### config.mk
export PLATFORM = sky130hd
export DESIGN_NAME = sv39_walker
export DESIGN_NICKNAME = d
export VERILOG_FILES = /design/src/rtl/pw_pkg.sv /design/src/rtl/pw_index_sel.sv /design/src/rtl/pw_addr_gen.sv /design/src/rtl/pw_pte_eval.sv /design/src/rtl/sv39_walker.sv
export SDC_FILE = /design/constraint.sdc
export NUM_CORES = 1
export LEC_CHECK = 0
export BUFFER_PORTS_ARGS = -buffer_cell sky130_fd_sc_hd__buf_2
export CAP_MARGIN = 20
export CORE_UTILIZATION = 43
export DETAILED_ROUTE_END_ITERATION = 10
export GPL_TIMING_DRIVEN = 0
export PLACE_DENSITY = 0.78
export REMOVE_ABC_BUFFERS = 1
export SKIP_LAST_GASP = 1
export SYNTH_ARGS = -nofsm -noshare
export SYNTH_HDL_FRONTEND = slang
export SYNTH_HIERARCHICAL = 1
export SYNTH_SLANG_ARGS = --single-unit
### constraint.sdc
create_clock -name clk -period 1.9 [get_ports clk]
set_clock_uncertainty 0.1 [all_clocks]
set_input_delay 0.38 -clock clk [delete_from_list [all_inputs] [get_ports clk]]
set_output_delay 0.38 -clock clk [all_outputs]
set_load 0.1 [all_outputs]
### src/rtl/pw_pkg.sv
package pw_pkg;
  typedef enum logic [1:0] {
    ACC_LOAD  = 2'd0,
    ACC_STORE = 2'd1,
    ACC_FETCH = 2'd2,
    ACC_NONE  = 2'd3
  } acc_e;

  typedef enum logic [1:0] {
    FLT_NONE  = 2'd0,
    FLT_INVAL = 2'd1,
    FLT_SHAPE = 2'd2,
    FLT_PERM  = 2'd3
  } cause_e;

  localparam int FB_V = 0;
  localparam int FB_R = 1;
  localparam int FB_W = 2;
  localparam int FB_X = 3;
  localparam int FB_U = 4;
endpackage

### src/rtl/pw_index_sel.sv
module pw_index_sel #(
  parameter int VA_W   = 39,
  parameter int OFF_W  = 12,
  parameter int IDX_W  = 9,
  parameter int LEVELS = 3,
  localparam int LVL_W = (LEVELS > 1) ? $clog2(LEVELS) : 1
) (
  input  logic [VA_W-1:0]  va,
  input  logic [LVL_W-1:0] lvl,
  output logic [IDX_W-1:0] idx
);
  logic [IDX_W-1:0] slice [LEVELS];

  generate
    for (genvar g = 0; g < LEVELS; g++) begin : g_slice
      assign slice[g] = va[OFF_W + g*IDX_W +: IDX_W];
    end
  endgenerate

  always_comb begin
    idx = '0;
    for (int i = 0; i < LEVELS; i++) begin
      if (lvl == LVL_W'(i)) idx = slice[i];
    end
  end
endmodule

### src/rtl/pw_addr_gen.sv
module pw_addr_gen #(
  parameter int PA_W  = 56,
  parameter int PPN_W = 44,
  parameter int OFF_W = 12,
  parameter int IDX_W = 9,
  parameter int PTE_W = 64,
  localparam int ESH  = $clog2(PTE_W/8)
) (
  input  logic [PPN_W-1:0] ppn,
  input  logic [IDX_W-1:0] idx,
  output logic [PA_W-1:0]  addr
);
  logic [PA_W-1:0] base;
  logic [PA_W-1:0] ofs;

  assign base = {ppn, {OFF_W{1'b0}}};
  assign ofs  = PA_W'(idx) << ESH;
  assign addr = base + ofs;
endmodule

### src/rtl/pw_pte_eval.sv
module pw_pte_eval
  import pw_pkg::*;
#(
  parameter int PTE_W  = 64,
  parameter int PPN_W  = 44,
  parameter int FLAG_W = 10
) (
  input  logic [PTE_W-1:0] pte,
  input  logic             last_lvl,
  input  logic [1:0]       acc,
  input  logic             user,
  output logic [PPN_W-1:0] next_ppn,
  output logic             invalid,
  output logic             shape_bad,
  output logic             descend,
  output logic             perm_bad
);
  logic v, r, w, x, u, leaf, acc_ok;

  assign v = pte[FB_V];
  assign r = pte[FB_R];
  assign w = pte[FB_W];
  assign x = pte[FB_X];
  assign u = pte[FB_U];
  assign leaf     = r | x;
  assign next_ppn = pte[FLAG_W +: PPN_W];

  always_comb begin
    unique case (acc_e'(acc))
      ACC_LOAD:  acc_ok = r;
      ACC_STORE: acc_ok = w;
      ACC_FETCH: acc_ok = x;
      default:   acc_ok = 1'b0;
    endcase
  end

  assign invalid   = !v;
  assign shape_bad = v && (leaf ? !last_lvl : last_lvl);
  assign descend   = v && !leaf && !last_lvl;
  assign perm_bad  = !acc_ok || (user && !u);
endmodule

### src/rtl/sv39_walker.sv
module sv39_walker
  import pw_pkg::*;
#(
  parameter int VIN_W  = 64,
  parameter int VA_W   = 39,
  parameter int PA_W   = 56,
  parameter int PPN_W  = 44,
  parameter int OFF_W  = 12,
  parameter int IDX_W  = 9,
  parameter int LEVELS = 3,
  parameter int PTE_W  = 64,
  parameter int FLAG_W = 10,
  localparam int LVL_W = (LEVELS > 1) ? $clog2(LEVELS) : 1
) (
  input  logic             clk,
  input  logic             rst,
  input  logic             req_valid,
  output logic             req_ready,
  input  logic [VIN_W-1:0] req_vaddr,
  input  logic [1:0]       req_acc,
  input  logic             req_user,
  input  logic [PPN_W-1:0] root_ppn,
  output logic             mem_req_valid,
  input  logic             mem_req_ready,
  output logic [PA_W-1:0]  mem_req_addr,
  input  logic             mem_rsp_valid,
  input  logic [PTE_W-1:0] mem_rsp_data,
  output logic             busy,
  output logic             rsp_valid,
  output logic             rsp_fault,
  output logic [1:0]       rsp_cause,
  output logic [PA_W-1:0]  rsp_paddr
);
  typedef enum logic [1:0] {S_IDLE, S_ISSUE, S_WAIT, S_RESP} st_e;

  st_e              st;
  logic [LVL_W-1:0] lvl;
  logic [PPN_W-1:0] cur_ppn;
  logic [VA_W-1:0]  va_q;
  logic [1:0]       acc_q;
  logic             user_q;
  logic             fault_q;
  logic [1:0]       cause_q;
  logic [PA_W-1:0]  paddr_q;

  logic [IDX_W-1:0] idx;
  logic [PA_W-1:0]  ent_addr;
  logic [PPN_W-1:0] nxt_ppn;
  logic             e_inval, e_shape, e_desc, e_perm;
  logic             take_req, take_rsp;

  pw_index_sel #(.VA_W(VA_W), .OFF_W(OFF_W), .IDX_W(IDX_W), .LEVELS(LEVELS)) u_idx (
    .va(va_q), .lvl(lvl), .idx(idx)
  );

  pw_addr_gen #(.PA_W(PA_W), .PPN_W(PPN_W), .OFF_W(OFF_W), .IDX_W(IDX_W), .PTE_W(PTE_W)) u_addr (
    .ppn(cur_ppn), .idx(idx), .addr(ent_addr)
  );

  pw_pte_eval #(.PTE_W(PTE_W), .PPN_W(PPN_W), .FLAG_W(FLAG_W)) u_eval (
    .pte(mem_rsp_data), .last_lvl(lvl == '0), .acc(acc_q), .user(user_q),
    .next_ppn(nxt_ppn), .invalid(e_inval), .shape_bad(e_shape),
    .descend(e_desc), .perm_bad(e_perm)
  );

  assign take_req = (st == S_IDLE) && req_valid;
  assign take_rsp = (st == S_WAIT) && mem_rsp_valid;

  always_ff @(posedge clk) begin
    if (rst) begin
      st      <= S_IDLE;
      lvl     <= '0;
      cur_ppn <= '0;
      va_q    <= '0;
      acc_q   <= '0;
      user_q  <= 1'b0;
      fault_q <= 1'b0;
      cause_q <= FLT_NONE;
      paddr_q <= '0;
    end else begin
      unique case (st)
        S_IDLE: if (take_req) begin
          st      <= S_ISSUE;
          lvl     <= LVL_W'(LEVELS-1);
          cur_ppn <= root_ppn;
          va_q    <= req_vaddr[VA_W-1:0];
          acc_q   <= req_acc;
          user_q  <= req_user;
        end
        S_ISSUE: if (mem_req_ready) st <= S_WAIT;
        S_WAIT: if (take_rsp) begin
          if (e_desc) begin
            st      <= S_ISSUE;
            lvl     <= lvl - 1'b1;
            cur_ppn <= nxt_ppn;
          end else begin
            st      <= S_RESP;
            fault_q <= e_inval || e_shape || e_perm;
            paddr_q <= '0;
            if (e_inval)      cause_q <= FLT_INVAL;
            else if (e_shape) cause_q <= FLT_SHAPE;
            else if (e_perm)  cause_q <= FLT_PERM;
            else begin
              cause_q <= FLT_NONE;
              paddr_q <= {nxt_ppn, va_q[OFF_W-1:0]};
            end
          end
        end
        default: st <= S_IDLE;
      endcase
    end
  end

  assign req_ready     = (st == S_IDLE);
  assign busy          = (st != S_IDLE);
  assign mem_req_valid = (st == S_ISSUE);
  assign mem_req_addr  = ent_addr;
  assign rsp_valid     = (st == S_RESP);
  assign rsp_fault     = fault_q;
  assign rsp_cause     = cause_q;
  assign rsp_paddr     = paddr_q;

  // reset leaves the walker idle
  a_r1_reset_idle: assert property (@(posedge clk) rst |=> (req_ready && !busy && !rsp_valid && !mem_req_valid));
  // a taken request makes the walker busy
  a_r8_busy_after_take: assert property (@(posedge clk) disable iff (rst) (req_valid && req_ready) |=> busy);
  // the response pulse is one cycle long
  a_r9_single_pulse: assert property (@(posedge clk) disable iff (rst) rsp_valid |=> !rsp_valid);
  // a response follows a taken memory entry
  a_r9_rsp_after_entry: assert property (@(posedge clk) disable iff (rst) $rose(rsp_valid) |-> $past(mem_rsp_valid));
  // a stalled read holds its address
  a_r10_hold_req: assert property (@(posedge clk) disable iff (rst)
    (mem_req_valid && !mem_req_ready) |=> (mem_req_valid && $stable(mem_req_addr)));
  // entry addresses are aligned
  a_r10_aligned: assert property (@(posedge clk) disable iff (rst) mem_req_valid |-> (mem_req_addr[2:0] == 3'b000));
  // a success carries cause 0, a fault carries a nonzero cause
  a_r7_cause_match: assert property (@(posedge clk) disable iff (rst) rsp_valid |-> (rsp_fault == (rsp_cause != 2'd0)));
endmodule

* Yosys cells after proc, flatten, opt, wreduce, memory -nomap -nowiden
Index checks and enable logic that the tools add are counted.
Word-level totals: register bits 149, bits of input ports 180, logic and storage cells 71
Operators by class: add/sub/neg operators 2, equal/unequal tests 11, multiplexer cells 24, bitwise logic cells 2, reductions and logical operators 23
Operators by type and width (number):
- $mux W56 | 3
- $mux W44 | 3
- $pmux W44 S2 | 1
- $add A56 B12 Y56 | 1
- $mux W9 | 3
- $mux W2 | 10
- $eq A2 B2 Y1 const B | 4
- $eq A2 B1 Y1 const B | 3
- $logic_and A1 B1 Y1 | 6
- $logic_not A2 Y1 | 3
- $pmux W2 S3 | 1
- $reduce_and A3 Y1 | 2
- $logic_not A1 Y1 | 5
- $ne A2 B1 Y1 const B | 2
- $ne A2 B2 Y1 const B | 2
- $pmux W2 S2 | 1
- $reduce_and A4 Y1 | 1
- $reduce_bool A2 Y1 | 2
- $logic_or A1 B1 Y1 | 3
- $pmux W1 S3 | 1
- $reduce_and A2 Y1 | 1
- $sub A2 B1 Y2 const B | 1
- $mux W1 | 1
- $not A1 Y1 | 1
- $or A1 B1 Y1 | 1

* Longest topological paths before layout
Gate-level depths: netlist (run 1).
depth after elaboration 7, gate-level depth with buffers 9, mapped depth without buffers 7

* By module
Netlist (run 1), hierarchy kept.
By module, submodules not included:
- sv39_walker | instances 1, cells each 737, area each 5914.4 µm²
- pw_addr_gen | instances 1, cells each 57, area each 424.2 µm²
- pw_pte_eval | instances 1, cells each 54, area each 394.1 µm²
- pw_index_sel | instances 1, cells each 22, area each 220.2 µm²

* Least setup slack after synthesis (run 1)
No wires, ideal clock.
kind flip-flop to flip-flop, from reg st[0], to reg st[1], library setup time 0.071 ns, data arrival time 2.408 ns, data required time 1.729 ns, path slack -0.679 ns, stages on the path, launching flop included 6, buffers on the path 2, clock period less this slack 2.579 ns, cells stage by stage dfxtp_1 buf_4 buf_2 nor2b_1 a22oi_1 nor2_1
Between the ends: elaborated cells between the ends (all ways) 10
RTL lines:
- from (decl) | line sv39_walker.sv:36 | st_e st;
- from (signal assigned) | line sv39_walker.sv:71 | st <= S_IDLE;
- from (signal assigned) | line sv39_walker.sv:83 | st <= S_ISSUE;
- from (signal assigned) | line sv39_walker.sv:90 | S_ISSUE: if (mem_req_ready) st <= S_WAIT;
- $eq A2 B1 Y1 (*)
- via mem_req_valid | line sv39_walker.sv:23 | output logic mem_req_valid,
- $ne A2 B1 Y1 (no line)
- $reduce_and A3 Y1 (no line)
Mark *: on every way through the listed nets, which the timed path passes. The rest lies on a longest branch. A chain may end at the register's enable or synchronous reset.

* Worst setup path in the final report (run 1)
from reg lvl[0], to out mem_req_addr[5]
Between the ends: cells in the longest elaborated chain, start to end 5, elaborated cells between the ends (all ways) 7
RTL lines:
- from (decl) | line sv39_walker.sv:37 | logic [LVL_W-1:0] lvl;
- from (signal assigned) | line sv39_walker.sv:84 | lvl <= LVL_W'(LEVELS-1);
- from (signal assigned) | line sv39_walker.sv:94 | lvl <= lvl - 1'b1;
- $logic_not A2 Y1 | line pw_index_sel.sv:23 | if (lvl == LVL_W'(i)) idx = slice[i];
- $mux W9 (2 in series) | line pw_index_sel.sv:23
- $mux W9 (*) | line pw_index_sel.sv:23
- $add A56 B12 Y56 (*) | line pw_addr_gen.sv:18 | assign addr = base + ofs;
- to (decl) | line sv39_walker.sv:25 | output logic [PA_W-1:0] mem_req_addr,
Mark *: on every way between the ends. The rest lies on a longest branch, timed or not.

==> results of run 1 <==
==> stage by stage <==
| stage | setup TNS, ns | setup slack (ns) |
|---|---|---|
| floorplan | -268.48 | -2.751 |
| global placement | -568.14 | -5.661 |
| detailed placement | -138.54 | -1.462 |
| CTS | -1.216 | -0.09295 |
| global route | -9.195 | -0.1945 |
| finish | -2.107 | -0.1408 |
==> critical path: stages (launching register included) <==
cell and delay (ns):
dfxtp_4 0.39, buf_4 0.15, nor2b_4 0.19, o2bb2ai_1 0.16
buf_6 0.25
==> repair_timing <==
action,4_1_cts,5_1_grt
buffers inserted,31,7
gates cloned,8,10
setup endpoints to repair,161,116
hold buffers,0,0
pin swaps,16,17
gates resized for setup,63,46
==> layout make-up <==
| class | instances | area [um^2] | area share (%) |
|---|---|---|---|
| timing repair buffer | 314 | 2243 | 23.97 |
| tap | 216 | 270.3 | 2.888 |
| clock buffer | 19 | 452.9 | 4.840 |
| sequential | 149 | 2998 | 32.04 |
| inverter | 5 | 21.27 | 0.2273 |
| multi-input combinational | 550 | 3201 | 34.20 |
| clock inverter | 13 | 171.4 | 1.832 |
==> how the worst min path moves through the flow <==
stage                       start       endpoint  depth (start not counted)
floorplan                va_q[12]       va_q[12]                          2
global placement     rsp_paddr[9]   rsp_paddr[9]                          2
detailed placement  rsp_paddr[46]  rsp_paddr[46]                          2
CTS                  req_vaddr[9]        va_q[9]                          3
global route        req_vaddr[32]       va_q[32]                          3
finish               req_vaddr[6]        va_q[6]                          3
==> sequential cells by signal, indices dropped and copies added (netlist names) <==
signal / count
rsp_cause: 2
rsp_paddr: 56
cur_ppn: 44
lvl: 2
va_q: 39
acc_q: 2
st: 2
user_q: 1
rsp_fault: 1
==> Yosys cell counts, types with 2 or more instances <==
master / number
dfxtp_1: 149
a21oi_1: 145
nand2_1: 143
buf_4: 113
nand3_1: 57
nor3_1: 48
a211oi_1: 46
clkbuf_1: 39
o21ai_0: 37
buf_2: 23
o21ai_1: 11
mux2i_1: 10
o2bb2ai_1: 9
nor2_1: 7
inv_1: 4
buf_6: 3
nor2b_1: 3
nand2b_1: 2
==> routing by layer <==
layer  vias to the layer above  global-route usage (%)
li1                       3269                       -
met1                      3302                   33.56
met2                       326                   43.90
met3                        64                   5.533
met4                         0                   13.22
met5                         -                       0
==> power by group through the flow <==
stage / logic, uW / clock network [uW] / registers, uW
floorplan: 677 / 0 / 4210
global placement: 1890 / 0 / 3510
detailed placement: 1990 / 0 / 3490
CTS: 2250 / 3620 / 3390
global route: 2490 / 3770 / 3410
finish: 2380 / 3580 / 3390
==> cell families after synthesis <==
group	synth area share (%)
adders and majority gates	0.1799
xor gates and xnor gates	0.1260
muxes	1.440
buffers and inverters	16.93
AOI/OAI and AO/OA	20.32
and+or+nand+nor	18.05
DFF	42.90
other	0.05393
==> metrics, run 1 <==
Max Freq=490.0 MHz; sequential share of power=36.3%; P_sw=3222 uW; initial core utilization=43.93%; Clock Latency Late Sink=0.42 ns; Vias/cell=5.498; commonest non-fill, non-tap cell in the layout=buf_2; Antenna Cells=0; design area=0.009358 mm^2; max-slew violation count=0; non-filler instance count after layout=1,266; die span in x=129.2 um; path depth of the worst reg2reg path=8; Final Hold Fails=0; Synth top area share=42.90%; failing checks=negative setup slack; Layout area overhead=34.59%; CORE AREA=0.01583 mm^2; All-Layer GR Usage=26.81%; TritonCTS clock tree=done; final setup violation count=61; Num CTS Buffers=17; clock buffer depth=2; Detail Route Antenna Nets=0; startpoint types=flop; num rows=46; vias in the first global route=6,411; Port Buffers=255; Sw Ratio=34.43%; hold crit path type=in -> reg; # IOs=299; Max-Cap Viols=0; dpl cells=1,178; Async SR Flop Fraction=0%; Synth Cell Area=0.006953 mm^2; filler instances=1,442; pin count of the biggest net entering global routing=84; crit path launch=lvl[0]; Leakage=0.003836 uW; Pwr Density=1000 mW/mm^2; first-pass iteration count of the detailed router=4; CTS clk-pin slew, worst paths=0.07 ns; initial DRC count=498; Syn Area/Cell=7.992 um^2; Clock power frac=38.3%; post-place instance area=0.007632 mm^2; Layout Utilization=59.12%; final WL=24.15 mm; Yosys top cell by area=dfxtp_1; WL met1=10.29 mm; top fanout value on the critical path=8; top layer in use=met4; final net count=1,218; maximum resistive drop on vdd=638.5 uV; commonest cells after routing, fill and taps aside=buf_2, dfxtp_1, nand2_1; Worst Hold Slack=0.09161 ns; r2r setup slk=-0.08 ns; CTS sink count=149; Crit Path Class=reg -> out; post-synthesis register bit count=149; DP HPWL=13.05 mm; Placer Congestion=0.8099; clk root buf=clkbuf_16; Crit Reg-Reg Endpoint=cur_ppn[14]; Gate power share=25.5%; met2 WL=11.51 mm; Int Pwr=6137 uW; Die Span Y=129.2 um; initial antenna violation count=0; Final WS setup=-0.1408 ns; Seq/Total Area, Yosys=42.90%; top_reg_cell synth=dfxtp_1; RSZ-0062 raised after global routing=yes; reg2reg start=lvl[0]; area of the die=0.01668 mm^2; Residual DRC=0; grt ovf=0; top post-synthesis cells by area=dfxtp_1, buf_4, a21oi_1, nand2_1, a211oi_1; Setup crit end=mem_req_addr[5]; status=finished, violations left; DR WL met3=1.564 mm; H-tree levels=4; EDFF count, synth=0; Synth warnings=6; final worst path period need=2.041 ns; Setup crit end kind=output port; CP required=1.42 ns; max_slew headroom=57.70%; Final Cycle Share=107.4%; WL per Instance=19.08 um; share of layout cells above drive strength 1=38.19%; Worst Tran Pin Value=0.6345 ns; Tot Pwr=9359 uW; first-pass GRT wire length=34.24 mm; Post-Synthesis Cells=870; WP data arrival=1.56 ns; vias=6,961; synth unique cells=39
(Power assumes the default switching activity.)
==> inputs of run 2 (changes only) <==
==> constraint.sdc (replaced) <==
create_clock -name clk -period 1.9 [get_ports clk]
set_clock_uncertainty 0.1 [all_clocks]
set_input_delay 0.095 -clock clk [delete_from_list [all_inputs] [get_ports clk]]
set_output_delay 0.095 -clock clk [all_outputs]
set_load 0.1 [all_outputs]
==> run 2 against run 1 <==
Against the previous run: the run still ends with negative setup slack left; non-clock buffer count is 118 higher; first-iteration DRC count is 60% higher; die area stayed put; core utilization is 5.9 points higher; critical path depth is 4 higher; clock power hardly changed; power is 1.6% higher; routed wire length is 13% higher; count of clock-buffer cells in the layout stayed put; combinational power is 5% higher; sequential cell count stayed put; critical path type is now reg -> reg; highest routed layer unchanged.
==> metrics, run 2 (synthesized netlist as in run 1, its figures left out) <==
Crit Path Class=reg -> reg (was reg -> out); max-slew violation count=0 (unchanged); Antenna Cells=0 (unchanged); Detail Route Antenna Nets=0 (unchanged); final setup TNS=-0.2113 ns (was -2.107 ns); RSZ-0062 raised after global routing=yes (unchanged); H-tree levels=4 (unchanged); WL per Instance=19.81 um (was 19.08 um); TritonCTS clock tree=done (unchanged); Clock Latency Late Sink=0.41 ns (was 0.42 ns); CTS sink count=149 (unchanged); max FFs per register=56 (unchanged); commonest cells after routing, fill and taps aside=buf_2, dfxtp_1, nand2_1 (unchanged); DP HPWL=13.05 mm (unchanged); pin count of the biggest net entering global routing=84 (unchanged); CTS clk-pin slew, worst paths=0.07 ns (about the same); vias in the first global route=7,671 (was 6,411); initial antenna violation count=0 (unchanged); first-pass iteration count of the detailed router=5 (was 4); # IOs=299 (unchanged); CORE AREA=0.01583 mm^2 (unchanged); WP data arrival=2.14 ns (was 1.56 ns); status=finished, violations left (unchanged); area of the die=0.01668 mm^2 (unchanged); first-pass GRT wire length=39.05 mm (was 34.24 mm); Max Freq=511.5 MHz (was 490.0 MHz); Max-Cap Viols=0 (unchanged); Worst Tran Pin Value=0.5798 ns (was 0.6345 ns); Vias/cell=5.625 (was 5.498); clock buffer depth=2 (unchanged); Final WS setup=-0.05507 ns (was -0.1408 ns); Port Buffers=255 (unchanged); Num CTS Buffers=17 (unchanged); failing checks=negative setup slack (unchanged); CP required=2.09 ns (was 1.42 ns); filler instances=1,250 (was 1,442); max_slew headroom=61.35% (was 57.70%); final worst path period need=1.955 ns (was 2.041 ns); top fanout value on the critical path=5 (was 8); Pwr Density=923.9 mW/mm^2 (was 1000 mW/mm^2); Setup crit end kind=flop (was output port); All-Layer GR Usage=30.56% (was 26.81%); commonest non-fill, non-tap cell in the layout=buf_2 (unchanged); final setup violation count=15 (was 61); maximum resistive drop on vdd=605.7 uV (was 638.5 uV); final net count=1,333 (was 1,218); Placer Congestion=0.8099 (unchanged); clk root buf=clkbuf_16 (unchanged); share of layout cells above drive strength 1=32.19% (was 38.19%); num rows=46 (unchanged); Final Hold Fails=0 (unchanged); initial core utilization=43.93% (unchanged); startpoint types=flop (unchanged); die span in x=129.2 um (unchanged); final WL=27.35 mm (was 24.15 mm); vias=7,768 (was 6,961); hold crit path type=in -> reg (unchanged); grt ovf=0 (unchanged); Layout Utilization=65.00% (was 59.12%); Leakage=0.004214 uW (was 0.003836 uW); initial DRC count=799 (was 498); Residual DRC=0 (unchanged); Die Span Y=129.2 um (unchanged); Layout area overhead=47.96% (was 34.59%); Tot Pwr=9504 uW (was 9359 uW); Final Cycle Share=102.9% (was 107.4%)
[run 2: what timing repair did]
item,in CTS,in global routing
gates cloned,5,9
pin swaps,7,16
hold buffers,132,0
setup buffers,24,3
endpoints found under the setup margin,161,146
resized for setup,40,39
hold endpoints to repair,133,0
[run 2: worst max-delay path: stages, from the launching register on]
cell and delay, ns:
dfxtp_4 0.37, inv_4 0.04, ha_4 0.18, nor4_4 0.19
buf_6 0.17, buf_4 0.16, nand3_2 0.29, o21ai_0 0.22
a211oi_1 0.11
[run 2: final cells by class]
| class | count | area, um^2 | share of cell area (%) |
|---|---|---|---|
| sequential | 149 | 2998 | 29.14 |
| clock buffer | 19 | 452.9 | 4.403 |
| tap | 216 | 270.3 | 2.627 |
| multi-input combinational | 547 | 3094 | 30.08 |
| clock inverter | 13 | 171.4 | 1.666 |
| inverter | 5 | 21.27 | 0.2068 |
| timing repair buffer | 432 | 3279 | 31.88 |
[run 2: final timing paths]
path | start | end | slack, ns | cells after the start
setup / recovery | lvl[1] | cur_ppn[2] | -0.06 | 8
setup reg to reg | lvl[1] | cur_ppn[2] | -0.06 | 8
hold / removal | rst | rsp_paddr[26] | 0.02 | 2
hold reg to reg | rsp_paddr[11] | rsp_paddr[11] | 0.35 | 2
[run 2: power breakdown]
group	total [uW]	switching [uW]	internal (uW)	leakage, uW
clock	3590	1430	2160	0.000289
sequential	3400	107	3290	0.00122
combinational	2510	1730	775	0.00270
total	9500	3280	6230	0.00421
[run 2: through the flow]
stage	area [um^2]	worst slack (ns)	hold WS [ns]	cells
4_1_cts	10040	0.002252	0.009887	1371
3_5_place_dp	7632	-1.462	0.2416	1178
6_report	10290	-0.05507	0.01733	1381
3_3_place_gp	7348	-5.661	0.2360	1164
5_1_grt	10290	-0.1387	0.03918	1381
2_1_floorplan	5802	-2.751	0.06407	693
[run 2: routing by layer]
layer	up-vias	part of all wire (%)	global-route usage [%]
met4	0	6.1	23.60
li1	3481	-	-
met1	3603	38	34.35
met5	-	0	0
met2	534	48	50.47
met3	150	7.7	6.936
